<file path="src/rtl/gpio_edge_ctrl.sv">
module gpio_edge_ctrl (
  input  logic       clk,
  input  logic       rst_n,
  input  logic [2:0] bus_addr,
  input  logic       bus_wr,
  input  logic [7:0] bus_wdata,
  output logic [7:0] bus_rdata,
  input  logic [7:0] pin_in,
  output logic [7:0] pin_out,
  output logic [7:0] pin_oe,
  output logic       irq
);
  localparam int NOUT = 4;
  localparam int NIN  = 4;

  logic [7:0] sync1_q, sync2_q, prev_q, dout_q, dir_q, cfg_q;
  logic [NIN-1:0] rise_q, fall_q, rise_ev, fall_ev, clr, visible;
  logic wr_dout, wr_dir, wr_cfg, wr_stat;

  assign wr_dout = bus_wr && bus_addr == 3'd0;
  assign wr_dir  = bus_wr && bus_addr == 3'd1;
  assign wr_cfg  = bus_wr && bus_addr == 3'd3;
  assign wr_stat = bus_wr && bus_addr == 3'd4;
  assign clr     = wr_stat ? bus_wdata[NIN-1:0] : '0;

  assign rise_ev = sync2_q[NOUT +: NIN] & ~prev_q[NOUT +: NIN];
  assign fall_ev = ~sync2_q[NOUT +: NIN] & prev_q[NOUT +: NIN];

  always_ff @(posedge clk or negedge rst_n) begin
    if (!rst_n) begin
      sync1_q <= '0;
      sync2_q <= '0;
      prev_q  <= '0;
      dout_q  <= '0;
      dir_q   <= '0;
      cfg_q   <= '0;
      rise_q  <= '0;
      fall_q  <= '0;
    end else begin
      sync1_q <= pin_in;
      sync2_q <= sync1_q;
      prev_q  <= sync2_q;
      if (wr_dout) dout_q <= bus_wdata;
      if (wr_dir)  dir_q  <= bus_wdata;
      if (wr_cfg)  cfg_q  <= bus_wdata;
      rise_q <= (rise_q & ~clr) | rise_ev;
      fall_q <= (fall_q & ~clr) | fall_ev;
    end
  end

  for (genvar i = 0; i < NIN; i++) begin : g_vis
    always_comb begin
      case (cfg_q[2*i +: 2])
        2'b01:   visible[i] = fall_q[i];
        2'b10:   visible[i] = rise_q[i];
        default: visible[i] = 1'b0;
      endcase
    end
  end

  always_comb begin
    case (bus_addr)
      3'd0:    bus_rdata = (dout_q & dir_q) | (sync2_q & ~dir_q);
      3'd1:    bus_rdata = dir_q;
      3'd3:    bus_rdata = cfg_q;
      3'd4:    bus_rdata = {{(8-NIN){1'b0}}, visible};
      default: bus_rdata = '0;
    endcase
  end

  assign pin_out = dout_q;
  assign pin_oe  = dir_q;
  assign irq     = |visible;
endmodule

</file>
<file path="config.mk">
export PLATFORM = sky130hd
export DESIGN_NAME = gpio_edge_ctrl
export DESIGN_NICKNAME = d
export VERILOG_FILES = /design/src/rtl/gpio_edge_ctrl.sv
export SDC_FILE = /design/constraint.sdc
export NUM_CORES = 1
export LEC_CHECK = 0
export BUFFER_PORTS_ARGS = -buffer_cell sky130_fd_sc_hd__buf_2
export CAP_MARGIN = 25
export CORE_MARGIN = 2
export CORE_UTILIZATION = 58
export CTS_CLUSTER_DIAMETER = 40
export DETAILED_ROUTE_END_ITERATION = 12
export HOLD_SLACK_MARGIN = 0.12
export PLACE_DENSITY = 0.84
export SLEW_MARGIN = 20
export SYNTH_ARGS = -nofsm -noshare
export SYNTH_HDL_FRONTEND = slang
export SYNTH_SLANG_ARGS = --single-unit
</file>
<file path="constraint.sdc">
create_clock -name clk -period 3.05 [get_ports clk]
set_clock_uncertainty 0.05 [all_clocks]
set_input_delay 0.4575 -clock clk [delete_from_list [all_inputs] [get_ports clk]]
set_output_delay 0.4575 -clock clk [all_outputs]
set_load 0.02 [all_outputs]
</file>
==> impl_metrics.yaml <==
run_status:
  status: "finished, final reports clean"
finish:
  layout.nets: 250
  area_delta_synth_final_pct: 17.1
  drive_gt1_share_pct: 39.4
  layout_commonest_cell: "dfrtp_1"
  final_cells: 269
  final-seq-area_um2: 1300
  final_cell_mix: "52 x dfrtp_1, 46 x buf_2, 26 x mux2_2"
  fill_cells: 267
  antenna_cells: 0
  fin_area_um2: 2650
  multi_input_area_um2: 881
  post-route-util_pct: 71.3
global_routing:
  globalRouteOverflowTotal: 0
  busiest_layer: "met2"
  grt_max_degree: 34
  antenna_found_initial: 0
  groute.layer.met3.usage_pct: 5.07
  grt_use_total_pct: 22.8
  grt_pass1_vias: 1529
  met1_usage_pct: 30.3
  met2_usage_pct: 37.5
  grt_first_pass_wirelength_um: 7350
timing:
  fmax_mhz: 453
  setup_viol: 0
  tns_ns: 0
  grt_setup_unrepaired: "no"
  setup_ws_ns: 0.842
  slew_headroom_pct: 52.8
  hold_viol: 0
  finalCritPeriodShare_pct: 72.4
  finalCriticalPeriod_ns: 2.21
  worstMarginPinSlew_ns: 0.705
  hold_ws_ns: 0.208
  report.final.slew_viol_count: 0
power_and_ir_drop:
  p_per_area_nw_per_um2: 640
  vdd_drop_max_v: 0.000383
  fin_total_pwr_mw: 1.69
  leakage_nw: 1.26
drt:
  drt_iter0_drc: 101
  wl_per_cell_um: 16.5
  wl_um: 4450
  vias: 1541
  dr.pass1.iters: 4
  drt_drc_violations_left: 0
  vias_per_cell: 5.73
  ant_nets: 0
clocking:
  clock-sinks: 52
  numCtsBuffers: 5
  cts_buffer_depth: 2
  htreeDepth: 2
  clk_latency_ns: 0.30
  cts_resized: 0
  root_buffer: "clkbuf_8"
  cts_tree: "yes"
  cts.clk_slew.worst_paths_ns: 0.09
synthesis:
  synth_top_area_share_pct: 57.5
  synth-seq-cells: 52
  synth_nets: 200
  seq_area_frac_synth_pct: 57.5
  synth_area_per_cell_um2: 13.3
  yosysTopAreaCell: "dfrtp_1"
  syn-instance-count: 170
  netlist_area_um2: 2260
  ys_warn_count: 0
  yosys-top-cells-area: "dfrtp_1 58%, mux2_2 13%, ha_1 4.4%"
  yosysUniqueCellTypes: 29
floorplan:
  io_pins: 47
  fp-row-count: 22
  die_h_um: 66.5
  start_util_pct: 60.9
  core_um2: 3720
  fp.dieW_um: 66.5
  dieArea_um2: 4420
placement:
  dp.cells: 260
  portBuffers: 46
  place_hpwl_um: 3240
  place_ws_ns: 0.878
  place_congestion: 0.813
  postPlaceCellArea_um2: 2540
setup_path:
  cp_data_required_time_ns: 2.54
  worstPathArrival_ns: 1.70
  critPathMaxFanout: 4
  startpoint_type: "flop"
  critical_path_class: "reg2out"
  cp-end-kind: "output pin"
job:
  maxCapViolCount: 0
min_path:
  hold_path.class: "in2reg"
==> report_power, final <==
| part | total [mW] | internal (mW) | switching (mW) |
|---|---|---|---|
| Clock | 0.393 | 0.184 | 0.208 |
| Sequential | 0.864 | 0.779 | 0.0852 |
| Combinational | 0.438 | 0.200 | 0.238 |
| Total | 1.69 | 1.16 | 0.531 |
==> area by class of cell <==
| cell class | count | share of cell area (%) |
|---|---|---|
| flip-flops and latches | 52 | 49.1 |
| multi-input cells | 100 | 33.3 |
| repair buffers | 49 | 10.1 |
| clock buffers | 7 | 3.26 |
| well taps | 48 | 2.27 |
| inverters | 12 | 1.70 |
| clock inverters | 1 | 0.283 |
==> registers in the layout, summed over array words and instances, names as in the netlist <==
| register | count |
|---|---|
| prev_q | 4 |
| sync2_q | 8 |
| sync1_q | 8 |
| pin_oe | 8 |
| cfg_q | 8 |
| rise_q | 4 |
| pin_out | 8 |
| fall_q | 4 |
==> metal layers <==
layer	part of all wire, %	up-vias
li1	-	710
met1	42	779
met2	51	48
met3	5.3	4
met4	0.99	0
met5	0	-
==> timing repair <==
action	in CTS	in global routing
buffers inserted	0	0
hold buffers	1	0
endpoints found under the hold margin	19	0
==> worst max-delay path: stages (launching register included) <==
cell and delay, ns:
dfrtp_1 0.43, inv_1 0.07, ha_1 0.17, a22oi_1 0.20, o21ai_0 0.12, a31o_2 0.26, buf_2 0.16
==> worst paths after layout <==
kind	startpoint	endpoint	slack, ns	depth (start not counted)
max in group asynchronous	rst_n	sync2_q[2]	1.84	3
worst max-delay path	cfg_q[5]	bus_rdata[2]	0.84	6
min in group asynchronous	rst_n	pin_oe[6]	0.58	2
worst min-delay path	pin_in[6]	sync1_q[6]	0.21	1
worst max register to register	pin_oe[1]	pin_oe[1]	2.17	1
worst min register to register	sync1_q[5]	sync2_q[5]	0.31	0
==> Yosys cell counts, drive strengths merged <==
cell and n:
a211o 4, a211oi 2, a222oi 2, a22o 4, a22oi 4, a31o 4, and4bb 1, buf 5
clkbuf 1, dfrtp 52, ha 8, inv 12, mux2 26, mux2i 4, nand2 4, nand2b 1
nand3 2, nand4b 1, nor2 7, nor2b 10, nor3b 2, nor4b 1, nor4bb 1, o21ai 4
o21bai 2, o221ai 1, o22a 1, o2bb2ai 4
==> cells by family after synthesis <==
family                   synth area share [%]
AND/OR/NAND/NOR                          8.41
multiplexers                             14.7
adder cells (fa/ha/maj)                  4.42
flip-flops                               57.5
AO/OA/AOI/OAI                            11.4
buffers and inverters                    3.54
(Power assumes the default switching activity.)
